===== config.mk =====
export PLATFORM = sky130hd
export DESIGN_NAME = pmchk_top
export DESIGN_NICKNAME = d
export VERILOG_FILES = /design/src/rtl/pmchk_pkg.sv /design/src/rtl/pmchk_region_decode.sv /design/src/rtl/pmchk_cfg_regs.sv /design/src/rtl/pmchk_fetch_track.sv /design/src/rtl/pmchk_top.sv
export SDC_FILE = /design/constraint.sdc
export NUM_CORES = 1
export LEC_CHECK = 0
export ABC_AREA = 1
export BUFFER_PORTS_ARGS = -buffer_cell sky130_fd_sc_hd__clkbuf_2
export CAP_MARGIN = 20
export CORE_MARGIN = 2
export CORE_UTILIZATION = 35
export CTS_CLUSTER_DIAMETER = 30
export DETAILED_ROUTE_END_ITERATION = 8
export GPL_TIMING_DRIVEN = 0
export PLACE_DENSITY_LB_ADDON = 0.1
export SLEW_MARGIN = 15
export SYNTH_ARGS = -nofsm -noshare
export SYNTH_HDL_FRONTEND = slang
export SYNTH_HIERARCHICAL = 1
export SYNTH_SLANG_ARGS = --single-unit

===== constraint.sdc =====
create_clock -name clk -period 2.2 [get_ports clk]
set_input_delay 0.44 -clock clk [delete_from_list [all_inputs] [get_ports clk]]
set_output_delay 0.44 -clock clk [all_outputs]
set_load 0.02 [all_outputs]

===== src/rtl/pmchk_pkg.sv =====
package pmchk_pkg;
    typedef enum logic [1:0] {
        ATTR_NONE     = 2'b00,
        ATTR_CACHED   = 2'b01,
        ATTR_UNCACHED = 2'b10
    } attr_e;

    typedef enum logic [1:0] {
        FT_NONE      = 2'd0,
        FT_TRUSTED   = 2'd1,
        FT_UNTRUSTED = 2'd2
    } ft_state_e;

    localparam int CTRL_W      = 2;
    localparam int CTRL_UNC_OK = 0;
    localparam int CTRL_TF_EN  = 1;

    localparam logic [1:0] CSEL_CTRL = 2'd0;
    localparam logic [1:0] CSEL_LO   = 2'd1;
    localparam logic [1:0] CSEL_HI   = 2'd2;
endpackage


===== src/rtl/pmchk_region_decode.sv =====
module pmchk_region_decode
    import pmchk_pkg::*;
#(
    parameter int                ADDR_W        = 32,
    parameter logic [ADDR_W-1:0] CACHED_BASE   = '0,
    parameter logic [ADDR_W-1:0] UNCACHED_BASE = ADDR_W'(32'h0080_0000),
    parameter logic [ADDR_W-1:0] REGION_BYTES  = ADDR_W'(32'h0040_0000)
) (
    input  logic [ADDR_W-1:0] addr,
    output attr_e             attr,
    output logic [ADDR_W-1:0] fwd_addr
);
    logic [ADDR_W-1:0] cached_off;
    logic [ADDR_W-1:0] uncached_off;

    assign cached_off   = addr - CACHED_BASE;
    assign uncached_off = addr - UNCACHED_BASE;

    always_comb begin
        attr     = ATTR_NONE;
        fwd_addr = '0;
        if (cached_off < REGION_BYTES) begin
            attr     = ATTR_CACHED;
            fwd_addr = addr;
        end else if (uncached_off < REGION_BYTES) begin
            attr     = ATTR_UNCACHED;
            fwd_addr = uncached_off + CACHED_BASE;
        end
    end
endmodule


===== src/rtl/pmchk_cfg_regs.sv =====
module pmchk_cfg_regs
    import pmchk_pkg::*;
#(
    parameter int ADDR_W = 32
) (
    input  logic              clk,
    input  logic              rst_n,
    input  logic              wr_valid,
    input  logic              wr_mmode,
    input  logic [1:0]        wr_sel,
    input  logic [ADDR_W-1:0] wr_data,
    output logic [CTRL_W-1:0] ctrl_q,
    output logic [ADDR_W-1:0] lo_q,
    output logic [ADDR_W-1:0] hi_q,
    output logic              wr_err
);
    logic wr_ok;

    assign wr_ok  = wr_valid && wr_mmode;
    assign wr_err = wr_valid && !wr_mmode;

    always_ff @(posedge clk or negedge rst_n) begin
        if (!rst_n) begin
            ctrl_q <= '0;
            lo_q   <= '0;
            hi_q   <= '0;
        end else if (wr_ok) begin
            unique case (wr_sel)
                CSEL_CTRL: ctrl_q <= wr_data[CTRL_W-1:0];
                CSEL_LO:   lo_q   <= wr_data;
                CSEL_HI:   hi_q   <= wr_data;
                default:   ;
            endcase
        end
    end


    user_write_ignored_chk: assert property (@(posedge clk) disable iff (!rst_n)
        (wr_valid && !wr_mmode) |=> ($stable(ctrl_q) && $stable(lo_q) && $stable(hi_q)));


    reserved_sel_ignored_chk: assert property (@(posedge clk) disable iff (!rst_n)
        (wr_valid && wr_sel == 2'd3) |=> ($stable(ctrl_q) && $stable(lo_q) && $stable(hi_q)));
endmodule


===== src/rtl/pmchk_fetch_track.sv =====
module pmchk_fetch_track
    import pmchk_pkg::*;
#(
    parameter int ADDR_W = 32
) (
    input  logic              clk,
    input  logic              rst_n,
    input  logic              fetch_valid,
    input  logic [ADDR_W-1:0] fetch_pc,
    input  logic [ADDR_W-1:0] lo,
    input  logic [ADDR_W-1:0] hi,
    output logic              trusted
);
    ft_state_e state_q, state_d;
    logic      in_window;

    assign in_window = (fetch_pc >= lo) && (fetch_pc <= hi);

    always_ff @(posedge clk or negedge rst_n) begin
        if (!rst_n) state_q <= FT_NONE;
        else        state_q <= state_d;
    end

    always_comb begin
        state_d = state_q;
        unique case (state_q)
            FT_NONE, FT_TRUSTED, FT_UNTRUSTED:
                if (fetch_valid) state_d = in_window ? FT_TRUSTED : FT_UNTRUSTED;
            default: state_d = FT_NONE;
        endcase
    end

    assign trusted = (state_q == FT_TRUSTED);


    fetch_recorded_chk: assert property (@(posedge clk) disable iff (!rst_n)
        fetch_valid |=> (state_q != FT_NONE));


    no_fetch_holds_chk: assert property (@(posedge clk) disable iff (!rst_n)
        !fetch_valid |=> $stable(state_q));
endmodule


===== src/rtl/pmchk_top.sv =====
module pmchk_top
    import pmchk_pkg::*;
#(
    parameter int                ADDR_W        = 32,
    parameter logic [ADDR_W-1:0] CACHED_BASE   = '0,
    parameter logic [ADDR_W-1:0] UNCACHED_BASE = ADDR_W'(32'h0080_0000),
    parameter logic [ADDR_W-1:0] REGION_BYTES  = ADDR_W'(32'h0040_0000)
) (
    input  logic              clk,
    input  logic              rst_n,
    input  logic              req_valid,
    input  logic [ADDR_W-1:0] req_addr,
    input  logic              req_mmode,
    input  logic              fetch_valid,
    input  logic [ADDR_W-1:0] fetch_pc,
    input  logic              cfg_wr_valid,
    input  logic              cfg_mmode,
    input  logic [1:0]        cfg_sel,
    input  logic [ADDR_W-1:0] cfg_wdata,
    output logic              grant,
    output logic              bus_err,
    output logic [1:0]        attr,
    output logic [ADDR_W-1:0] mem_addr,
    output logic              cfg_err
);
    attr_e             region;
    logic [ADDR_W-1:0] fwd_addr;
    logic [CTRL_W-1:0] ctrl;
    logic [ADDR_W-1:0] win_lo, win_hi;
    logic              fetch_ok;
    logic              mm_ok;
    logic              allowed;

    pmchk_region_decode #(
        .ADDR_W(ADDR_W), .CACHED_BASE(CACHED_BASE),
        .UNCACHED_BASE(UNCACHED_BASE), .REGION_BYTES(REGION_BYTES)
    ) u_dec (
        .addr(req_addr), .attr(region), .fwd_addr(fwd_addr)
    );

    pmchk_cfg_regs #(.ADDR_W(ADDR_W)) u_cfg (
        .clk(clk), .rst_n(rst_n), .wr_valid(cfg_wr_valid), .wr_mmode(cfg_mmode),
        .wr_sel(cfg_sel), .wr_data(cfg_wdata), .ctrl_q(ctrl), .lo_q(win_lo),
        .hi_q(win_hi), .wr_err(cfg_err)
    );

    pmchk_fetch_track #(.ADDR_W(ADDR_W)) u_ft (
        .clk(clk), .rst_n(rst_n), .fetch_valid(fetch_valid), .fetch_pc(fetch_pc),
        .lo(win_lo), .hi(win_hi), .trusted(fetch_ok)
    );

    assign mm_ok = !ctrl[CTRL_TF_EN] || fetch_ok;

    always_comb begin
        allowed = 1'b0;
        unique case (region)
            ATTR_CACHED:   allowed = req_mmode ? mm_ok : 1'b1;
            ATTR_UNCACHED: allowed = req_mmode ? mm_ok : ctrl[CTRL_UNC_OK];
            default:       allowed = 1'b0;
        endcase
    end

    assign grant    = req_valid && allowed;
    assign bus_err  = req_valid && !allowed;
    assign attr     = region;
    assign mem_addr = grant ? fwd_addr : '0;


    grant_err_exclusive_chk: assert property (@(posedge clk) disable iff (!rst_n)
        !(grant && bus_err));


    unmapped_refused_chk: assert property (@(posedge clk) disable iff (!rst_n)
        (req_valid && region == ATTR_NONE) |-> bus_err);


    mmode_open_chk: assert property (@(posedge clk) disable iff (!rst_n)
        (req_valid && req_mmode && !ctrl[CTRL_TF_EN] && region != ATTR_NONE) |-> grant);


    blocked_addr_zero_chk: assert property (@(posedge clk) disable iff (!rst_n)
        !grant |-> (mem_addr == '0));
endmodule


Word level (Yosys, flattened, before mapping) --
Index checks and enable logic that the tools add are counted.
Word-level totals: register bits after elaboration 68, input bits 105, output and inout port bits 37
Cells by class: equal/unequal tests 7, magnitude comparators 4, add/subtract/negate cells 1, multiplexer cells 11, reduce and logical (&&, ||, !) cells 15
Operator list (number):
- 2-to-1 mux 32 bit | 3
- < comparator 32 x 23 -> 1 bit (second input constant) | 2
- greater-or-equal comparator 32 bit | 1
- <= comparator 32 bit | 1
- subtractor 32 x 24 -> 32 bit (second input constant) | 1
- 2-to-1 mux 2 bit | 5
- == test 2 x 1 -> 1 bit (second input constant) | 3
- == test 2 bit (second input constant) | 3
- AND reduction 2 bit | 3
- logical AND 1 bit | 5
- zero test 2 bit | 2
- zero test 1 bit | 3
- OR reduction 3 bit | 1
- 2-to-1 mux 1 bit | 2
- inequality test 2 bit (second input constant) | 1
- one-hot mux 1 bit (2 select lines) | 1
- logical OR 1 bit | 1

Depth between registers and ports, before layout --
Gate-level depths: netlist (run 1).
depth after elaboration 8, gate-level depth with buffers 17

Hierarchy --
Netlist (run 1), hierarchy kept.
By module, submodules not included:
- pmchk_cfg_regs | sequential area each 1651.6 um2, area each 2652.5 um2, cells each 295, times used 1
- pmchk_fetch_track | sequential area each 50.0 um2, area each 1804.2 um2, cells each 289, times used 1
- pmchk_region_decode | sequential area each 0.0 um2, area each 503.0 um2, cells each 84, times used 1
- pmchk_top | sequential area each 0.0 um2, area each 455.4 um2, cells each 82, times used 1

Worst setup path after synthesis (run 1) --
No wires, ideal clock.
path type input to output, start point input port req_addr[24], end point output port bus_err, slack -455 ps, arrival time 2215 ps, cell stages on the path 12, data required time 1760 ps, cell sequence inv_1 ha_1 nand2_1 nor2_1 nand2_2 buf_6 inv_1 inv_1 ha_1 inv_1 nand2_1 a21boi_0
On the way: cells in the longest elaborated chain, start to end 8, elaborated cells on any way between the ends 10, those cells by class 1 x add/sub; 2 x order compare; 2 x eq/ne; 3 x mux; 2 x reduce/logical
RTL lines:
- start, declared | RTL line pmchk_top.sv:12 | input logic [ADDR_W-1:0] req_addr,
- subtractor 32 x 24 -> 32 bit | RTL line pmchk_region_decode.sv:17 | assign uncached_off = addr - UNCACHED_BASE;
- < comparator 32 x 23 -> 1 bit | RTL line pmchk_region_decode.sv:25 | end else if (uncached_off < REGION_BYTES) begin
- 2-to-1 mux 2 bit | RTL line pmchk_region_decode.sv:25
- 2-to-1 mux 2 bit * | RTL line pmchk_region_decode.sv:22 | if (cached_off < REGION_BYTES) begin
- named net attr[1] | RTL line pmchk_top.sv:22 | output logic [1:0] attr,
- == test 2 bit or == test 2 x 1 -> 1 bit (tied branches) | RTL line pmchk_top.sv:56 | unique case (region)
- one-hot mux 1 bit (2 select lines) * | RTL line pmchk_top.sv:56
- zero test 1 bit * | RTL line pmchk_top.sv:64 | assign bus_err = req_valid && !allowed;
- logical AND 1 bit * | RTL line pmchk_top.sv:64
- end, declared | RTL line pmchk_top.sv:21 | output logic bus_err,
Mark *: on every way through the listed nets, which the timed path passes. The rest lies on a longest branch.

Final worst setup path (run 1) --
start point input port req_addr[24], end point output port mem_addr[10]
On the way: cells in the longest elaborated chain, start to end 8, elaborated cells on any way between the ends 12, those cells by class 1 x add/sub; 2 x order compare; 2 x eq/ne; 6 x mux; 1 x reduce/logical
RTL lines:
- subtractor 32 x 24 -> 32 bit | RTL line pmchk_region_decode.sv:17
- < comparator 32 x 23 -> 1 bit | RTL line pmchk_region_decode.sv:25
- 2-to-1 mux 2 bit | RTL line pmchk_region_decode.sv:25
- 2-to-1 mux 2 bit | RTL line pmchk_region_decode.sv:22
- == test 2 bit or == test 2 x 1 -> 1 bit (tied branches) | RTL line pmchk_top.sv:56
- one-hot mux 1 bit (2 select lines) | RTL line pmchk_top.sv:56
- logical AND 1 bit | RTL line pmchk_top.sv:63 | assign grant = req_valid && allowed;
- 2-to-1 mux 32 bit * | RTL line pmchk_top.sv:66 | assign mem_addr = grant ? fwd_addr : '0;
- end, declared | RTL line pmchk_top.sv:23 | output logic [ADDR_W-1:0] mem_addr,
Mark *: on every way between the ends. The rest lies on a longest branch, timed or not.

==> metrics.cfg, run 1 <==
[run_status]
status = complete, but fails checks
violated_checks = negative setup slack

[cells_and_area]
drive_gt1_share_pct = 30.80
final_non_filler_cells = 1110
insertedDiodeCount = 0
fillerInstances = 1546
final_net_count = 1090
relative_area_change_from_synthesis_to_final_layout_pct = 33.69
final_common_cell = nand2_1
layout.cells.most_common_list = nand2_1, inv_1, clkbuf_2

[sta]
skew_ns = 0.006573
maxSlewHeadroom_pct = 60.62
timing_worst_slew_pin_value_ns = 0.5907
finalCriticalPeriod_ns = 2.656
fin_ws_ns = -0.4561
final.period_utilization_pct = 120.7
final-hold-violation-count = 0
maxClockFrequency_ghz = 0.3765
setup_viol = 24
report.final.slew_viol_count = 0
timing.hold.ws_ns = 0.1322
rsz0062_at_grt = yes

[clock_network]
cts_buffers = 9
cts_hold_repair.buffers = 0
tritoncts_num_sinks = 68
clk_root_buffer_cell = clkbuf_16
cts.path.max_buffers = 2
cts_tree = built
path_clk_slew_ns = 0.05
h-tree-depth = 3
clkLatencyLatePin_ns = 0.33

[placed_design]
post-dp-hpwl_um = 10690
dp.cells = 1079
routabilityCongestion = 0.7667
port-buffer-count = 131
preCtsSetupSlack_ns = -0.6797

[power_and_ir_drop]
net_switching_component_of_the_power_uw = 1352
p_leak_uw = 0.003880
power_uw = 4165
sw_frac_of_total_pct = 32.46
share_comb_of_total_power_pct = 28.8
internal_power_uw = 2813
pwr-share-clk_pct = 32.4
power.density_cell_area_mw_per_mm2 = 575.3
vdd.ir_drop.worst_v = 0.0003318
power.sequential.fraction_pct = 38.8

[critical_path]
worstSetupEndpointType = primary output
cp.arrival_ns = 2.22
cell_repeated_most_along_the_worst_path = nand2_2
path_class = input pin to primary output
worst_path_max_delay_cell = ha_4
crit_path_max_fo = 5
critical_path_required_ns = 1.76
endpoint = mem_addr[10]
critical_path.reg2reg.startpoint = u_cfg/lo_q[1]$_DFFE_PN0P_
setup.worst_path.start = req_addr[24]
setup.worst_path.start_class = input pin
rrSetupSlack_ns = 0.61
slowest_delay_ns = 0.24
worst_r2r_path_depth = 15
crit-reg2reg-capture = u_ft/state_q[1]$_DFFE_PN0P_
worstPathCellList = clkbuf_16 > inv_12 > ha_4 > nand2_2 > nor2_2 > nand2_2 > buf_8 > clkinvlp_4 > ha_4 > inv_2 > nand2_2 > inv_2 > nand3_4 > buf_12 > buf_12 > nor2_4 > buf_8

[die]
io-pin-count = 142
initial_utilization_pct = 35.75
core_area_mm2 = 0.01515
fp.dieW_um = 128.4
placement_rows = 45
chipHeight_um = 128.4
die_ar_mm2 = 0.01648

[routing]
drt_first_iter_violations = 198
drc = 0
detail_route.wl_per_cell_um = 12.46
drt.antenna.violating_nets = 0
detailroute.via_count = 4884
vias_per_cell = 4.400
routed_wirelength_um = 13840
drt_pass1_iterations = 4

[logic_synthesis]
synth_seq_area_share_pct = 31.42
synth.lib_cells_used.distinct = 30
ys_ff_latch = 68
synth-warning-count = 6
syn_avg_cell_area_um2 = 7.220
postSynth.topFlopCell = dfrtp_1
netlist_instances = 750
synth-edff-count = 0
synth_async_sr_flop_share_pct = 100.0
synth_area_mm2 = 0.005415

[global_route]
number_of_antenna_violations_at_the_first_check_in_global_routing = 0
globalRoute.totalOverflow = 0
grt_first_pass_wirelength_um = 23000
first_global_vias = 4748
grt_util_all_layers_pct = 17.75
grt_start_max_net_pins = 40

[min_path]
worstHoldPathType = input pin to async pin

[job]
cap_violations = 0

## per-stage QoR
step                      TNS [ns]  utilization [%]  cell area (um2)
after floorplan             -6.830                -             5602
after global placement      -14.93            42.87             6492
after detailed placement    -15.41            43.02             6515
after CTS                   -11.07            47.53             7199
after global routing        -11.96            47.80             7239
final                       -9.580            47.80             7239
## sequential cells by signal, indices dropped and copies added, names as in the netlist
| signal | flops |
|---|---|
| u_cfg/hi_q | 32 |
| u_cfg/lo_q | 32 |
| u_cfg/ctrl_q | 2 |
| u_ft/state_q | 2 |
## cells in the mapped netlist, types with 2 or more instances
| library cell | number | area (um2) |
|---|---|---|
| nor2_4 | 6 | 67.56 |
| o21ai_1 | 4 | 20.02 |
| nor2_2 | 33 | 206.5 |
| nand2_1 | 213 | 799.5 |
| buf_2 | 10 | 50.05 |
| o21a_1 | 2 | 15.01 |
| inv_1 | 139 | 521.8 |
| clkbuf_1 | 2 | 7.510 |
| a21oi_2 | 19 | 166.4 |
| nand3_1 | 74 | 370.4 |
| buf_6 | 7 | 78.83 |
| nor2_1 | 29 | 108.9 |
| buf_4 | 17 | 127.6 |
| inv_2 | 8 | 30.03 |
| nand4_1 | 3 | 18.77 |
| nand2_2 | 6 | 37.54 |
| ha_1 | 67 | 838.3 |
| o21ai_0 | 2 | 10.01 |
| dfrtp_1 | 68 | 1702 |
| a21oi_1 | 31 | 155.2 |
## power by group through the flow
stage | registers [uW] | logic, uW | clock network [uW]
after global routing | 1650 | 1440 | 1430
after CTS | 1620 | 1220 | 1380
final | 1620 | 1200 | 1350
after global placement | 1630 | 1190 | 0
after detailed placement | 1630 | 1200 | 0
after floorplan | 1600 | 848 | 0
## worst max-delay path: cells and delay by family
family | cells | cell delay (ns)
buffers and inverters | 9 | 0.87
and+or+nand+nor | 6 | 0.46
adders and majority gates | 2 | 0.43
## worst min-delay path by stage
stage,startpoint,endpoint,slack [ns],cells after the start
finish,rst_n,u_cfg/lo_q[5]$_DFFE_PN0P_,0.13,1
global route,rst_n,u_cfg/hi_q[5]$_DFFE_PN0P_,0.18,1
CTS,rst_n,u_cfg/hi_q[4]$_DFFE_PN0P_,0.14,1
detailed placement,u_cfg/lo_q[26]$_DFFE_PN0P_,u_cfg/lo_q[26]$_DFFE_PN0P_,0.46,2
global placement,u_cfg/lo_q[22]$_DFFE_PN0P_,u_cfg/lo_q[22]$_DFFE_PN0P_,0.46,2
floorplan,rst_n,u_cfg/ctrl_q[0]$_DFFE_PN0P_,0.14,0
## area by class of cell
cell class                 instances  area, um2  share of cell area (%)
buffer                            35      277.8                   3.837
timing repair buffer             149       1102                   15.23
tap                              188      235.2                   3.249
clock buffer                      13      260.3                   3.595
inverter                         148      579.3                   8.002
multi-input combinational        507       3073                   42.45
clock inverter                     2      10.01                  0.1383
sequential                        68       1702                   23.50
## layer usage
metal  GRT usage, %  vias to the layer above  wire length (um)
met5              0                        -                 0
met1          23.59                     2125              6552
met4          6.012                        0               197
li1               -                     2623                 -
met2          29.91                      122              6431
met3          2.328                       14               654
## timing repair
| item | 4_1_cts | 5_1_grt |
|---|---|---|
| gates cloned | 2 | 0 |
| pin swaps | 8 | 9 |
| gates resized for setup | 63 | 24 |
| endpoints found under the hold margin | 0 | 0 |
| setup endpoints to repair | 24 | 24 |
| setup buffers | 12 | 4 |
## cells by family (layout without fill, tap and decap cells)
logic type                 Yosys count  after routing  synth area share [%]
buffers and inverters              184            347                 15.13
DFF                                 68             68                 31.42
adders and majority gates           67             67                 15.48
and+or+nand+nor                    369            369                 30.71
AOI/OAI and AO/OA                   61             61                 7.186
other                                1             10               0.06925
Power figures use the tool's default switching activity.
==> inputs of run 2 (changes only) <==
- clock period: 2.2 -> 3.3 ns (I/O delays scaled with it)
==> run 2 against run 1 <==
Net effect: the flow now finishes without violations; global-route usage rose by 0.068 points; clock-buffer cell count fell by 2; setup slack improved by 0.57 ns; flip-flop and latch count did not move; clock skew fell by 0.0020 ns; first-iteration DRC count fell by 34%; sequential power fell by 33%; routed wire length rose by 1.5%; critical path depth fell by 1; critical path type unchanged.
==> metrics.cfg, run 2 (synthesis gave the netlist of run 1 again) <==
[power_and_ir_drop]
p_leak_uw = 0.003799  ; -2.1%
power.density_cell_area_mw_per_mm2 = 405.3  ; -30%
vdd.ir_drop.worst_v = 0.0002074  ; -37%
power_uw = 2790  ; -33%

[clock_network]
clkLatencyLatePin_ns = 0.32  ; about the same
path_clk_slew_ns = 0.06  ; about the same
h-tree-depth = 3  ; unchanged
cts_tree = built
cts_buffers = 9  ; unchanged
clk_root_buffer_cell = clkbuf_16
tritoncts_num_sinks = 68  ; unchanged
cts.path.max_buffers = 2  ; unchanged
cts_hold_repair.buffers = 0  ; unchanged

[min_path]
worstHoldPathType = input pin to async pin

[die]
initial_utilization_pct = 35.75  ; unchanged
io-pin-count = 142  ; unchanged
placement_rows = 45  ; unchanged
die_ar_mm2 = 0.01648  ; unchanged
chipHeight_um = 128.4  ; unchanged
core_area_mm2 = 0.01515  ; unchanged
fp.dieW_um = 128.4  ; unchanged

[cells_and_area]
final_non_filler_cells = 1100  ; -0.90%
insertedDiodeCount = 0  ; unchanged
relative_area_change_from_synthesis_to_final_layout_pct = 27.13
final_net_count = 1081  ; -0.83%
fillerInstances = 1623  ; +5.0%
layout.cells.most_common_list = nand2_1, inv_1, clkbuf_2
multi_input_comb_area_mm2 = 0.002993  ; -2.6%
post_route_cell_area_mm2 = 0.006884  ; -4.9%
finalCoreUtilization_pct = 45.45  ; -2.3 points
area.sequential_mm2 = 0.001702  ; unchanged
drive_gt1_share_pct = 29.39  ; -1.4 points
biggestRegsByFlops = u_cfg/hi_q: 32 flops, u_cfg/lo_q: 32 flops
final_common_cell = nand2_1

[routing]
drt_first_iter_violations = 131  ; -34%
drt_pass1_iterations = 4  ; unchanged
drt.antenna.violating_nets = 0  ; unchanged
detail_route.wl_per_cell_um = 12.76  ; +2.4%
vias_per_cell = 4.397  ; about the same
routed_wirelength_um = 14040  ; +1.5%
detailroute.via_count = 4837  ; -0.96%
drc = 0  ; unchanged

[critical_path]
worstSetupEndpointType = primary output
setup.worst_path.start_class = input pin
cp.arrival_ns = 2.53  ; +0.31 ns
critical_path.reg2reg.startpoint = u_cfg/lo_q[15]$_DFFE_PN0P_
setup.worst_path.start = req_addr[24]
path_class = input pin to primary output
crit-reg2reg-capture = u_ft/state_q[1]$_DFFE_PN0P_
rrSetupSlack_ns = 1.60  ; +0.99 ns
crit_path_max_fo = 8  ; +3
critical_path_required_ns = 2.64  ; +0.88 ns
worst_r2r_path_depth = 11  ; -4

[sta]
setup_viol = 0  ; -100%
timing_worst_slew_pin_value_ns = 0.6027  ; +0.01197 ns
finalCriticalPeriod_ns = 3.188
final-hold-violation-count = 0  ; unchanged
final.period_utilization_pct = 96.62
report.final.slew_viol_count = 0  ; unchanged
maxClockFrequency_ghz = 0.3136
setup-tns-final_ns = 0  ; +9.580 ns
maxSlewHeadroom_pct = 59.82  ; -0.80 points
skew_ns = 0.004566  ; -0.002006 ns

[placed_design]
placed_cell_area_mm2 = 0.006370  ; -2.2%
routabilityCongestion = 0.7536  ; -1.7%
post-dp-hpwl_um = 10900  ; +2.0%
dp.cells = 1079  ; unchanged
port-buffer-count = 131  ; unchanged

[job]
cap_violations = 0  ; unchanged

[global_route]
grt_util_all_layers_pct = 17.82  ; +0.068 points
first_global_vias = 4676  ; -1.5%
grt_start_max_net_pins = 51  ; +28%
number_of_antenna_violations_at_the_first_check_in_global_routing = 0  ; unchanged
globalRoute.totalOverflow = 0  ; unchanged
grt_first_pass_wirelength_um = 23210  ; +0.93%

[run_status]
status = complete, no violations

## run 2: cell types whose count changed in the layout (fill, tap and decap cells not counted), sizes merged
cell      delta
buf         -11
bufinv       +1
clkinvlp     -1
inv          +1
## run 2: per-stage QoR
step	setup WS, ns	hold slack [ns]
6_report	0.1115	0.2478
5_1_grt	-0.009021	0.2630
4_1_cts	0.008787	0.2527
3_5_place_dp	0.01096	0.4583
3_3_place_gp	0.002076	0.4538
2_1_floorplan	0.2052	0.3644
## run 2: how the worst max path moves through the flow
stage / cells past startpoint / to
global route: 16 / mem_addr[5]
detailed placement: 17 / mem_addr[15]
finish: 16 / mem_addr[5]
global placement: 17 / mem_addr[16]
CTS: 17 / mem_addr[15]
floorplan: 12 / bus_err
## run 2: worst max-delay path, cell delays in order
cell	delay, ns
clkbuf_2	0.08
inv_1	0.07
ha_4	0.27
nand2_1	0.05
nor2_1	0.11
nand2_2	0.10
buf_8	0.14
inv_4	0.05
ha_1	0.21
inv_1	0.05
nand2_1	0.06
inv_2	0.07
nand3_4	0.16
clkbuf_16	0.23
nor2_4	0.11
buf_6	0.12
## run 2: layout make-up
class / count / area share, %
Clock inverter: 3 / 0.5816
Buffer: 36 / 4.198
Multi-Input combinational cell: 507 / 43.48
Inverter: 148 / 8.106
Clock buffer: 11 / 3.381
Timing Repair Buffer: 139 / 12.12
Sequential cell: 68 / 24.72
Tap cell: 188 / 3.417
## run 2: metal layers
layer / vias to the layer above / routed length (um) / GRT usage, %
li1: 2602 / - / -
met1: 2117 / 6846 / 24.56
met2: 110 / 6443 / 29.57
met3: 8 / 668 / 2.786
met4: 0 / 82 / 4.072
met5: - / 0 / 0
## run 2: report_power, final
group	switching [uW]	internal (uW)	leakage (uW)
Combinational	465	335	0.00281
Clock	339	574	0.000135
Sequential	84.7	993	0.000855
## run 2: what timing repair did
item                       in CTS  in global routing
resized for setup               0                 64
setup buffers                   0                  5
setup endpoints to repair       0                 24
==> inputs of run 3 (changes only) <==
- MAX_ROUTING_LAYER: unset -> met4
- clock period: 3.3 -> 3.2 ns (I/O delays scaled with it)
==> run 3 against run 2 <==
Net effect: via count barely moved; clock skew fell by 0.00063 ns; cell count did not move; critical path depth did not move; first-iteration DRC count fell by 13%; core utilization rose by 0.17 points; highest routed layer unchanged.
==> metrics.cfg, run 3 (synthesis gave the netlist of run 1 again) <==
[sta]
fin_ws_ns = 0.1398  ; +0.02827 ns
rsz0062_at_grt = no
timing_worst_slew_pin_value_ns = 0.5998  ; -0.002855 ns
skew_ns = 0.003931  ; -0.0006348 ns
setup_viol = 0  ; unchanged
timing.hold.ws_ns = 0.2271  ; -0.02075 ns
setup-tns-final_ns = 0  ; unchanged
report.final.slew_viol_count = 0  ; unchanged
final.period_utilization_pct = 95.63
finalCriticalPeriod_ns = 3.060
maxClockFrequency_ghz = 0.3268
maxSlewHeadroom_pct = 60.01  ; +0.19 points
final-hold-violation-count = 0  ; unchanged

[clock_network]
cts.path.max_buffers = 2  ; unchanged
clk_root_buffer_cell = clkbuf_16
cts_hold_repair.buffers = 0  ; unchanged
tritoncts_num_sinks = 68  ; unchanged
cts_buffers = 9  ; unchanged
path_clk_slew_ns = 0.06  ; about the same
clkLatencyLatePin_ns = 0.32  ; about the same
h-tree-depth = 3  ; unchanged
cts_tree = built

[die]
initial_utilization_pct = 35.75  ; unchanged
core_area_mm2 = 0.01515  ; unchanged
chipHeight_um = 128.4  ; unchanged
fp.dieW_um = 128.4  ; unchanged
die_ar_mm2 = 0.01648  ; unchanged
io-pin-count = 142  ; unchanged
placement_rows = 45  ; unchanged

[cells_and_area]
final_net_count = 1081  ; unchanged
area.sequential_mm2 = 0.001702  ; unchanged
multi_input_comb_area_mm2 = 0.003008  ; +0.50%
biggestRegsByFlops = u_cfg/hi_q: 32 flops, u_cfg/lo_q: 32 flops
relative_area_change_from_synthesis_to_final_layout_pct = 27.61
post_route_cell_area_mm2 = 0.006910  ; +0.38%
final_common_cell = nand2_1
insertedDiodeCount = 0  ; unchanged
drive_gt1_share_pct = 29.71  ; +0.33 points
fillerInstances = 1622  ; -0.062%
layout.cells.most_common_list = nand2_1, inv_1, clkbuf_2

[job]
cap_violations = 0  ; unchanged

[routing]
routed_wirelength_um = 14050  ; about the same
drc = 0  ; unchanged
drt_first_iter_violations = 114  ; -13%
vias_per_cell = 4.395  ; about the same
drt.antenna.violating_nets = 0  ; unchanged
detailroute.via_count = 4834  ; -0.062%
drt_pass1_iterations = 4  ; unchanged
detail_route.wl_per_cell_um = 12.77  ; about the same

[critical_path]
rrSetupSlack_ns = 1.50  ; -0.10 ns
crit-reg2reg-capture = u_ft/state_q[1]$_DFFE_PN0P_
setup.worst_path.start_class = input pin
worstPathCellList = clkbuf_2 > inv_2 > ha_4 > nand2_1 > nor2_2 > nand2_2 > buf_8 > inv_4 > ha_4 > inv_1 > nand2_1 > inv_2 > nand3_4 > clkbuf_16 > nor2_4 > buf_6
cp.arrival_ns = 2.42  ; -0.11 ns
worst_r2r_path_depth = 11  ; unchanged
critical_path.reg2reg.startpoint = u_cfg/lo_q[15]$_DFFE_PN0P_
worstSetupEndpointType = primary output
crit_path_max_fo = 8  ; unchanged
slowest_delay_ns = 0.25  ; -0.02 ns
worst_path_max_delay_cell = ha_4
critical_path_required_ns = 2.56  ; -0.08 ns
path_class = input pin to primary output

[run_status]
status = complete, no violations

[placed_design]
post-dp-hpwl_um = 10900  ; unchanged
preCtsSetupSlack_ns = -0.04904  ; -0.06000 ns
placed_cell_area_mm2 = 0.006370  ; unchanged
port-buffer-count = 131  ; unchanged
routabilityCongestion = 0.7633  ; +1.3%

[global_route]
grt_start_max_net_pins = 51  ; unchanged
first_global_vias = 4677  ; +0.021%
globalRoute.totalOverflow = 0  ; unchanged
number_of_antenna_violations_at_the_first_check_in_global_routing = 0  ; unchanged
grt_util_all_layers_pct = 18.38  ; +0.56 points
grt_first_pass_wirelength_um = 23230  ; about the same

[power_and_ir_drop]
power.density_cell_area_mw_per_mm2 = 416.9  ; +2.9%
vdd.ir_drop.worst_v = 0.0002142  ; +3.2%
p_leak_uw = 0.003801  ; about the same

[min_path]
worstHoldPathType = input pin to async pin

run 3: cell count changes in the layout (fill, tap and decap cells not counted), sizes merged:
cell | previous run | this run
buf | 59 | 60
clkbuf | 127 | 126
run 3: how the worst max path moves through the flow:
stage	startpoint	end	slack, ns	cells after the start
2_1_floorplan	req_addr[24]	bus_err	0.15	12
3_3_place_gp	req_addr[23]	mem_addr[16]	-0.06	17
3_5_place_dp	req_addr[23]	mem_addr[15]	-0.05	17
4_1_cts	req_addr[23]	mem_addr[15]	0.009	17
5_1_grt	req_addr[24]	mem_addr[5]	0.01	16
6_report	req_addr[24]	mem_addr[5]	0.14	16
run 3: through the flow:
stage / total power [uW] / std cells / util, %
floorplan: 1682 / 759 / -
global placement: 1942 / 1078 / 41.86
detailed placement: 1957 / 1079 / 42.06
CTS: 2915 / 1094 / 43.91
global route: 3130 / 1100 / 45.63
finish: 2881 / 1100 / 45.63
run 3: area by class of cell:
type	count	share of cell area (%)
clock inverter	3	0.5794
timing repair buffer	139	12.17
sequential	68	24.62
multi-input combinational	507	43.53
tap	188	3.404
buffer	36	4.183
clock buffer	11	3.368
inverter	148	8.148
run 3: timing repair:
item / CTS / global route
cloned: 0 / 2
pin swaps: 1 / 9
setup endpoints to repair: 20 / 24
gates resized for setup: 0 / 71
setup buffers: 1 / 4
run 3: critical path, delay by kind of cell:
kind,cells,cell delay [ns]
adder cells (fa/ha/maj),2,0.43
buffers and inverters,8,0.79
AND/OR/NAND/NOR,6,0.56
run 3: per-layer routing:
metal	track usage (%)	wire length, um
met3	2.661	700
met5	-	0
met1	24.64	6827
met2	29.60	6431
met4	4.072	88
run 3: power breakdown:
| group | internal (uW) | switching, uW |
|---|---|---|
| combinational | 346 | 480 |
| clock | 592 | 351 |
| sequential | 1020 | 87.6 |
